$ cat config.mk
export PLATFORM = sky130hd
export DESIGN_NAME = addr_bit_latch
export DESIGN_NICKNAME = d
export VERILOG_FILES = /design/src/rtl/addr_bit_latch.sv
export SDC_FILE = /design/constraint.sdc
export NUM_CORES = 1
export LEC_CHECK = 0
export BUFFER_PORTS_ARGS = -buffer_cell sky130_fd_sc_hd__clkbuf_2
export CAP_MARGIN = 10
export CELL_PAD_IN_SITES_DETAIL_PLACEMENT = 0
export CELL_PAD_IN_SITES_GLOBAL_PLACEMENT = 1
export CORE_AREA = 2 2 39 41
export CTS_CLUSTER_SIZE = 25
export DETAILED_ROUTE_END_ITERATION = 7
export DIE_AREA = 0 0 41 43
export PLACE_DENSITY_LB_ADDON = 0.1
export SLEW_MARGIN = 10
export SYNTH_ARGS = -nofsm -noshare
export SYNTH_HDL_FRONTEND = slang
export SYNTH_SLANG_ARGS = --single-unit
$ cat constraint.sdc
create_clock -name clk -period 0.8 [get_ports clk]
set_input_delay 0.08 -clock clk [delete_from_list [all_inputs] [get_ports clk]]
set_output_delay 0.08 -clock clk [all_outputs]
set_load 0.05 [all_outputs]
$ cat src/rtl/addr_bit_latch.sv
module addr_bit_latch #(
  parameter int SEL_W = 3,
  localparam int NBITS = 1 << SEL_W
) (
  input  logic             clk,
  input  logic             rst_n,
  input  logic             strobe_n,
  input  logic             clear_n,
  input  logic [SEL_W-1:0] sel,
  input  logic             din,
  output logic [NBITS-1:0] q
);

  logic [NBITS-1:0] pick;
  logic [NBITS-1:0] nxt;

  assign pick = {{(NBITS-1){1'b0}}, 1'b1} << sel;

  always_comb begin
    unique case ({strobe_n, clear_n})
      2'b01:   nxt = din ? (q | pick) : (q & ~pick);
      2'b11:   nxt = q;
      2'b00:   nxt = din ? pick : '0;
      default: nxt = '0;
    endcase
  end

  always_ff @(posedge clk or negedge rst_n) begin
    if (!rst_n) q <= '0;
    else        q <= nxt;
  end

endmodule

==> key figures, run 1 <==
Setup path
  – Worst Path Buf+Inv: 1
  – Worst Path Max Fanout: 2
  – Cells along the critical path: buf_8
  – Slowest cell delay on critical path: roughly 0.42 ns
  – Flop2flop setup slack: between 0.1 and 0.15 ns
  – WS Path Type: reg -> out
  – Worst Setup End Kind: primary output
  – Critical Path RT: 0.72 ns
  – CP max stage cell: dfrtp_2
  – Delay-heaviest family, CP: flip-flops
  – CP Data Arrival Time: between 0.8 and 0.9 ns
  – Startpoint Class: register

Drt
  – TritonRoute pass-1 iters: 3
  – Routed WL: slightly below 1 mm
  – Via count: between 300 and 400
  – Wire per inst: about 14 um
  – Detailed-route vias per instance: 5.06
  – Antenna viol nets, final: 0
  – Initial DRC Count: 3
  – DRC viols: 0

Floorplan
  – Num ports: 16
  – Die ar.: between 1500 and 2000 sq um
  – Die X: slightly above 40 um
  – Initial Util: 0.287
  – Core outline area: around 1400 sq um
  – Vert. Die Dim: around 43 um
  – Number of cell rows: 14

Layout
  – Largest regs: q (8)
  – Max reg flops: 8
  – Most frequent cells in the layout: nand2_1, mux2i_1, buf_8, dfrtp_2, clkbuf_2
  – Biggest register: q
  – Final net count: 63
  – Synthesis-to-finish area growth: 57.4%
  – Finished Cell Area: ~620 sq um
  – Diodes inserted: 0
  – Final Non-Filler Cells: a little under 70
  – Final Core Density: 0.451
  – Share of cells above drive strength 1: 0.585

Global routing
  – GRT overflow: 0
  – Vias in the first global route: between 300 and 400
  – Largest net degree at the start of global routing: 9
  – Total GRT Usage: 0.135
  – First-pass GRT wire length: ~1.6 mm
  – Initial antenna violation count: 0

Synthesis
  – Yosys top cell by area: dfrtp_1
  – Share of the synthesized area in the top cell type: 0.505
  – Cell variety after synth: 9
  – Synthesized area: around 400 sq um
  – Largest cells by area after synthesis: dfrtp_1, mux2i_1, and4bb_2, nand2_1, nor4b_1
  – Syn Inst Count: 34
  – Mean Syn Cell Area: around 12 sq um
  – Synth warnings: 0
  – Number of synthesized register bits: 8
  – Sequential area share after synthesis: 0.505
  – Syn nets: 42

Clock network
  – H-tree Lvls: 1
  – Worst-path clk slew: 0.05 ns
  – Sinks on Clock Net: 8
  – Number of CTS-inserted buffers: 3
  – CTS tree: done
  – Worst skew pair latency: between 0.2 and 0.25 ns
  – Clock Tree Buf Depth: 2
  – Clock root cell: clkbuf_4
  – Post-CTS repair timing setup buffer count: 0

Place
  – Global placer's final weighted congestion: 0.669
  – IO buf count: 15
  – Cells after DPL: 65
  – Placement Cell Area: approximately 500 sq um
  – Post-placement worst setup slack: -0.171 ns
  – Post-DP HPWL: about 710 um

Timing
  – Setup TNS: -0.712 ns
  – Final Hold Vio Count: 0
  – Worst Skew: 0 ns
  – Final Cycle Share: 1.12
  – Worst Max-Slew Pin Slew: 0.343 ns
  – Final Max Tran Viols: 0
  – Setup ws final: -0.0988 ns
  – Fmax: 1110 MHz
  – Setup-failing EPs final: 8
  – Slew margin rel.: 0.768
  – RSZ-0062 raised after global routing: yes
  – Min Tclk post-route: roughly 0.90 ns

Hold path
  – Worst Hold Class: in -> reg

Power and ir drop
  – Worst VDD drop: ~0.65 mV
  – Lkg Pwr: 0.264 nW
  – Pwr per Cell Area: approximately 1500 nW/um^2

Flow run
  – Max-Cap Viols: 0

Run status
  – Status: complete, but fails checks
  – Violated checks: setup timing
==> area by class of cell <==
| cell class | count | area, sq um |
|---|---|---|
| fill | 136 | 759 |
| sequential | 8 | 210 |
| multi-input combinational | 24 | 195 |
| timing repair buffer | 17 | 173 |
| clock buffer | 3 | 22.5 |
| tap | 16 | 20.0 |
| inverter | 1 | 3.75 |
==> cells by family after synthesis <==
group                  after synthesis  synth area share
buffers and inverters                2            0.0189
DFF                                  8             0.505
muxes                                8             0.202
and+or+nand+nor                     16             0.274
==> what timing repair did <==
item,in CTS,in global routing
setup endpoints to repair,8,9
gates resized for setup,16,9
hold endpoints to repair,8,0
hold buffers,1,0
==> final timing paths <==
kind                                       start                to  cells past startpoint
min in group asynchronous                  rst_n  q[0]$_DFFE_PN0P_                      2
worst max-delay path            q[0]$_DFFE_PN0P_              q[0]                      1
max in group asynchronous                  rst_n  q[7]$_DFFE_PN0P_                      2
worst max register to register  q[2]$_DFFE_PN0P_  q[2]$_DFFE_PN0P_                      2
worst min register to register  q[5]$_DFFE_PN0P_  q[5]$_DFFE_PN0P_                      2
worst min-delay path                     clear_n  q[6]$_DFFE_PN0P_                      3
==> Yosys cell counts <==
cell and instances:
dfrtp_1 8, mux2i_1 8, nand2_1 8, and4bb_2 3, nor4b_1 3, clkbuf_1 1
inv_1 1, nand4b_1 1, nor4_1 1
==> power by group <==
group	switching [mW]	total (mW)	internal (mW)
combinational	0.112	0.192	0.0805
sequential	0.0129	0.435	0.422
clock	0.126	0.297	0.171
total	0.250	0.924	0.673
==> per-stage QoR <==
| stage | power (mW) | hold WS (ns) |
|---|---|---|
| after detailed placement | 0.594 | -0.0622 |
| after floorplan | 0.527 | -0.216 |
| after CTS | 0.930 | 0.170 |
| after global routing | 0.971 | 0.187 |
| after global placement | 0.588 | -0.0634 |
| final | 0.924 | 0.184 |
==> metal layers <==
layer / wire, um / up-vias / track usage
met5: 0 / - / 0
met4: 0 / 0 / 0.0600
met3: 73 / 0 / 0.0366
met2: 436 / 12 / 0.184
met1: 451 / 173 / 0.193
li1: - / 164 / -
No activity file was read; power rests on OpenSTA's default activity.
==> run 2, diff against run 1 <==
- PLACE_DENSITY_LB_ADDON: 0.1 -> 0.05
- clock period: 0.8 -> 0.9 ns (I/O delays scaled with it)
==> key figures, run 2 (same netlist as run 1, synthesis figures left out) <==
Layout
  – Largest regs: q (8)
  – Max reg flops: 8
  – Most frequent cells in the layout: nand2_1, mux2i_1, buf_8, dfrtp_1
  – Share of cells above drive strength 1: 0.475
  – Finished Cell Area: around 650 sq um
  – Diodes inserted: 0
  – Final net count: 69
  – # fillers: around 130
  – Biggest register: q
  – Final Core Density: 0.472
  – Synthesis-to-finish area growth: 64.7%

Drt
  – Detailed-route vias per instance: between 4 and 5
  – Routed WL: roughly 1.0 mm
  – Antenna viol nets, final: 0
  – Initial DRC Count: 10
  – TritonRoute pass-1 iters: 4
  – Via count: 360
  – Wire per inst: between 10 and 15 um
  – DRC viols: 0

Hold path
  – Min-delay src: clear_n
  – Worst Hold Class: in -> reg

Timing
  – Worst Max-Slew Pin Slew: between 0.3 and 0.4 ns
  – Worst Skew: 0 ns
  – Setup-failing EPs final: 3
  – Slew margin rel.: 0.766
  – Final Hold Vio Count: 0
  – Min Tclk post-route: ~0.9 ns
  – Setup ws final: -0.00983 ns
  – Setup TNS: -0.0191 ns
  – RSZ-0062 raised after global routing: yes
  – Final Cycle Share: 1.01
  – Fmax: roughly 1100 MHz
  – Final Max Tran Viols: 0

Clock network
  – Sinks on Clock Net: 8
  – Worst-path clk slew: 0.06 ns
  – H-tree Lvls: 1
  – Worst skew pair latency: 0.25 ns
  – Clock Tree Buf Depth: 2
  – Number of CTS-inserted buffers: 3
  – CTS tree: done
  – Clock root cell: clkbuf_4

Floorplan
  – Number of cell rows: 14
  – Vert. Die Dim: ~43 um
  – Initial Util: 0.287
  – Die X: slightly above 40 um
  – Core outline area: between 1000 and 1500 sq um
  – Die ar.: about 1800 sq um
  – Num ports: 16

Power and ir drop
  – Switching power: 0.226 mW
  – Clock Power Share: 0.319
  – Power Internal: about 0.61 mW
  – Lkg Pwr: between 0.3 and 0.4 nW
  – Logic pwr share: 0.220
  – Sw Ratio: 0.271
  – Sequential power share: 0.461
  – Worst VDD drop: 0.737 mV
  – Pwr per Cell Area: around 1300 nW/um^2

Run status
  – Violated checks: setup timing
  – Status: complete, but fails checks

Global routing
  – Vias in the first global route: about 330
  – GRT overflow: 0
  – Total GRT Usage: 0.130
  – Initial antenna violation count: 0
  – First-pass GRT wire length: about 1.5 mm
  – Largest net degree at the start of global routing: 9

Setup path
  – R2r startpoint: q[6]$_DFFE_PN0P_
  – CP max stage cell: dfrtp_1
  – Critical Path RT: between 0.8 and 0.9 ns
  – Cells along the critical path: buf_8
  – Flop2flop setup slack: ~0.11 ns
  – CP Data Arrival Time: a little over 0.8 ns
  – Startpoint Class: register
  – Worst Setup End Kind: primary output
  – Delay-heaviest family, CP: flip-flops
  – WS Path Type: reg -> out
  – Worst Path Max Fanout: 2
  – Worst Path Buf+Inv: 1
  – Slowest cell delay on critical path: 0.40 ns
  – Worst setup path startpoint: q[3]$_DFFE_PN0P_

Flow run
  – Max-Cap Viols: 0

Place
  – Global placer's final weighted congestion: between 0.6 and 0.7
  – Post-DP HPWL: approximately 740 um
  – Post-placement worst setup slack: -0.0382 ns
  – IO buf count: 15
  – Placement Cell Area: approximately 520 sq um
run 2: what timing repair did:
item	in CTS	in global routing
hold endpoints to repair	8	0
resized for setup	16	8
buffers inserted	0	3
hold buffers	1	0
pin swaps	0	0
endpoints found under the setup margin	8	8
run 2: per-stage QoR:
stage | power [mW] | cells | hold slack [ns]
after floorplan | 0.466 | 34 | -0.206
after global placement | 0.529 | 68 | -0.0548
after detailed placement | 0.536 | 68 | -0.0535
after CTS | 0.836 | 72 | 0.170
after global routing | 0.878 | 75 | 0.198
final | 0.835 | 75 | 0.175
run 2: per-layer routing:
layer / vias up / track usage / part of all wire
li1: 174 / - / -
met1: 172 / 0.168 / 0.44
met2: 14 / 0.197 / 0.50
met3: 0 / 0.0628 / 0.064
met4: 0 / 0.0200 / 0
met5: - / 0 / 0
run 2: power by group through the flow:
stage / clock network, mW / registers, mW / logic [mW]
floorplan: 0 / 0.430 / 0.0359
global placement: 0 / 0.385 / 0.144
detailed placement: 0 / 0.385 / 0.150
CTS: 0.281 / 0.381 / 0.174
global route: 0.296 / 0.386 / 0.196
finish: 0.266 / 0.385 / 0.184
run 2: final timing paths:
kind	to	cells past startpoint
hold reg to reg	q[7]$_DFFE_PN0P_	2
min in group asynchronous	q[4]$_DFFE_PN0P_	2
setup reg to reg	q[6]$_DFFE_PN0P_	3
setup / recovery	q[3]	1
max in group asynchronous	q[6]$_DFFE_PN0P_	2
hold / removal	q[3]$_DFFE_PN0P_	3
run 2: layout make-up:
cell class              instances  area, sq um  share of cell area
multi-input cells              24          189               0.289
well taps                      16         20.0              0.0307
repair buffers                 23          218               0.333
flip-flops and latches          8          200               0.307
inverters                       1         3.75             0.00575
clock buffers                   3         22.5              0.0345
==> run 3, diff against run 2 <==
- ABC_AREA: not set -> 1
- CORE_AREA: 2 2 39 41 -> not set
- CORE_MARGIN: not set -> 2
- CORE_UTILIZATION: not set -> 31
- DIE_AREA: 0 0 41 43 -> not set
==> key figures, run 3 <==
Clock network
  – Clock Tree Buf Depth: 2
  – Clock root cell: clkbuf_4
  – H-tree Lvls: 1
  – CTS tree: done
  – Sinks on Clock Net: 8
  – Number of CTS-inserted buffers: 3
  – Worst-path clk slew: approximately 0.07 ns
  – Worst skew pair latency: 0.25 ns

Timing
  – Final Cycle Share: 1.05
  – Setup ws final: -0.0436 ns
  – Setup-failing EPs final: 8
  – Final Hold Vio Count: 0
  – RSZ-0062 raised after global routing: yes
  – Final Max Tran Viols: 0
  – Worst Skew: 0 ns
  – Min Tclk post-route: 0.944 ns
  – Slew margin rel.: 0.819
  – Fmax: about 1100 MHz
  – Worst Max-Slew Pin Slew: roughly 0.27 ns

Power and ir drop
  – Pwr per Cell Area: approximately 1200 nW/um^2
  – Lkg Pwr: a little over 0.4 nW
  – Tot Pwr: 0.933 mW
  – Worst VDD drop: around 1.1 mV

Setup path
  – Critical Path RT: 0.81 ns
  – CP max stage cell: dfrtp_2
  – Startpoint Class: register
  – Cells along the critical path: clkbuf_16
  – Delay-heaviest family, CP: flip-flops
  – Worst Setup End Kind: primary output
  – CP Data Arrival Time: between 0.8 and 0.9 ns
  – Worst Path Buf+Inv: 1
  – Worst Path Max Fanout: 2
  – WS Path Type: reg -> out
  – Slowest cell delay on critical path: ~0.42 ns

Layout
  – Most frequent cells in the layout: nand3_1, nand2_1, inv_1, nor2_1, clkbuf_2
  – Synthesis-to-finish area growth: 63.2%
  – Final Core Density: 0.536
  – Max reg flops: 8
  – # fillers: approximately 160
  – Multi-input logic area: 244 sq um
  – Diodes inserted: 0
  – Share of cells above drive strength 1: 0.364
  – Largest regs: q (8)
  – FF+latch area: 205 sq um
  – Final net count: about 110
  – Biggest register: q
  – Finished Cell Area: roughly 800 sq um

Drt
  – Routed WL: 1.18 mm
  – Initial DRC Count: 14
  – Antenna viol nets, final: 0
  – Wire per inst: between 10 and 15 um
  – DRC viols: 0
  – Detailed-route vias per instance: approximately 4.5
  – TritonRoute pass-1 iters: 4
  – Via count: approximately 520

Global routing
  – Largest net degree at the start of global routing: 10
  – Grt peak-use layer: met2
  – Total GRT Usage: 0.142
  – Vias in the first global route: approximately 450
  – GRT overflow: 0
  – Met1 Use GR: 0.193
  – Grt met2 use: 0.206
  – Initial antenna violation count: 0
  – Met3 Track Usage GR: 0.0500
  – First-pass GRT wire length: about 2 mm

Floorplan
  – Num ports: 16
  – Core outline area: approximately 1500 sq um
  – Die ar.: between 1500 and 2000 sq um
  – Vert. Die Dim: ~44 um
  – Initial Util: 0.329
  – Die X: 43.7 um
  – Number of cell rows: 14

Synthesis
  – Syn Inst Count: 74
  – Synth Flop Type: dfrtp_1
  – Number of synthesized flops with an enable pin: 0
  – Top-count cell post-synth: nand3_1
  – Mean Syn Cell Area: around 6.6 sq um
  – Yosys top cell by area: dfrtp_1
  – Share of the synthesized area in the top cell type: 0.409
  – Synth warnings: 0
  – Largest cells by area after synthesis: dfrtp_1, nand3_1, nand2_1, inv_1, nor2_1
  – Sequential area share after synthesis: 0.409
  – Syn nets: 82
  – Ys async rst share: 1.00
  – Number of synthesized register bits: 8
  – Synthesized area: around 500 sq um
  – Cell variety after synth: 9
  – Commonest cells post-synth: nand3_1, nand2_1, inv_1, dfrtp_1, nor2_1

Place
  – Placement Cell Area: 584 sq um
  – Global placer's final weighted congestion: about 0.69
  – Post-DP HPWL: around 860 um
  – IO buf count: 15

Run status
  – Status: complete, but fails checks
  – Violated checks: setup timing

Flow run
  – Max-Cap Viols: 0

Hold path
  – Worst Hold Class: in -> async
[run 3: cells by family after synthesis]
kind of cell	count (synthesis)	share of synthesized area
buffers and inverters	13	0.102
AND/OR/NAND/NOR	53	0.489
flip-flops	8	0.409
[run 3: timing repair]
item	in CTS	in global routing
hold buffers	1	0
buffers inserted	5	1
endpoints found under the setup margin	8	11
gates resized for setup	20	8
endpoints found under the hold margin	8	0
pin swaps	0	2
[run 3: routing by layer]
metal  part of all wire  vias to the layer above
li1                   -                      284
met1               0.47                      228
met2               0.49                       11
met3              0.039                        0
met4                  0                        0
met5                  0                        -
[run 3: path summary, 6_finish.rpt]
check                           slack [ns]                to  cells past startpoint              from
worst min register to register        0.57  q[5]$_DFFE_PN0P_                      2  q[5]$_DFFE_PN0P_
max in group asynchronous             0.48  q[2]$_DFFE_PN0P_                      2             rst_n
worst max-delay path                 -0.04              q[0]                      1  q[0]$_DFFE_PN0P_
min in group clk                      0.22  q[0]$_DFFE_PN0P_                      4          strobe_n
worst max register to register        0.02  q[1]$_DFFE_PN0P_                      5  q[1]$_DFFE_PN0P_
worst min-delay path                  0.21  q[1]$_DFFE_PN0P_                      2             rst_n
[run 3: power breakdown]
group	leakage [nW]	internal, mW	switching (mW)
registers	0.104	0.375	0.0144
clock network	0.0150	0.170	0.138
logic	0.287	0.0997	0.136
total	0.406	0.645	0.288
[run 3: per-stage QoR]
| step | setup WS [ns] | hold WS, ns | instances | setup TNS, ns |
|---|---|---|---|---|
| finish | -0.0436 | 0.212 | 115 | -0.184 |
| global route | -0.0768 | 0.220 | 115 | -0.506 |
| global placement | 0.122 | -0.0446 | 104 | 0 |
| CTS | -0.0614 | 0.209 | 114 | -0.328 |
| detailed placement | 0.105 | -0.0443 | 104 | 0 |
| floorplan | 0.00617 | -0.206 | 74 | 0 |
[run 3: layout make-up]
class	count	area share
clock buffers	4	0.0329
inverters	12	0.0564
multi-input cells	53	0.306
flip-flops and latches	8	0.257
well taps	16	0.0251
repair buffers	22	0.323
[run 3: worst reg2reg max path, stage by stage, from the launching register on]
cell and delay [ns]:
dfrtp_2 0.42, buf_4 0.14, inv_1 0.04, nor2_1 0.04, nand2_1 0.07, nand3_2 0.06
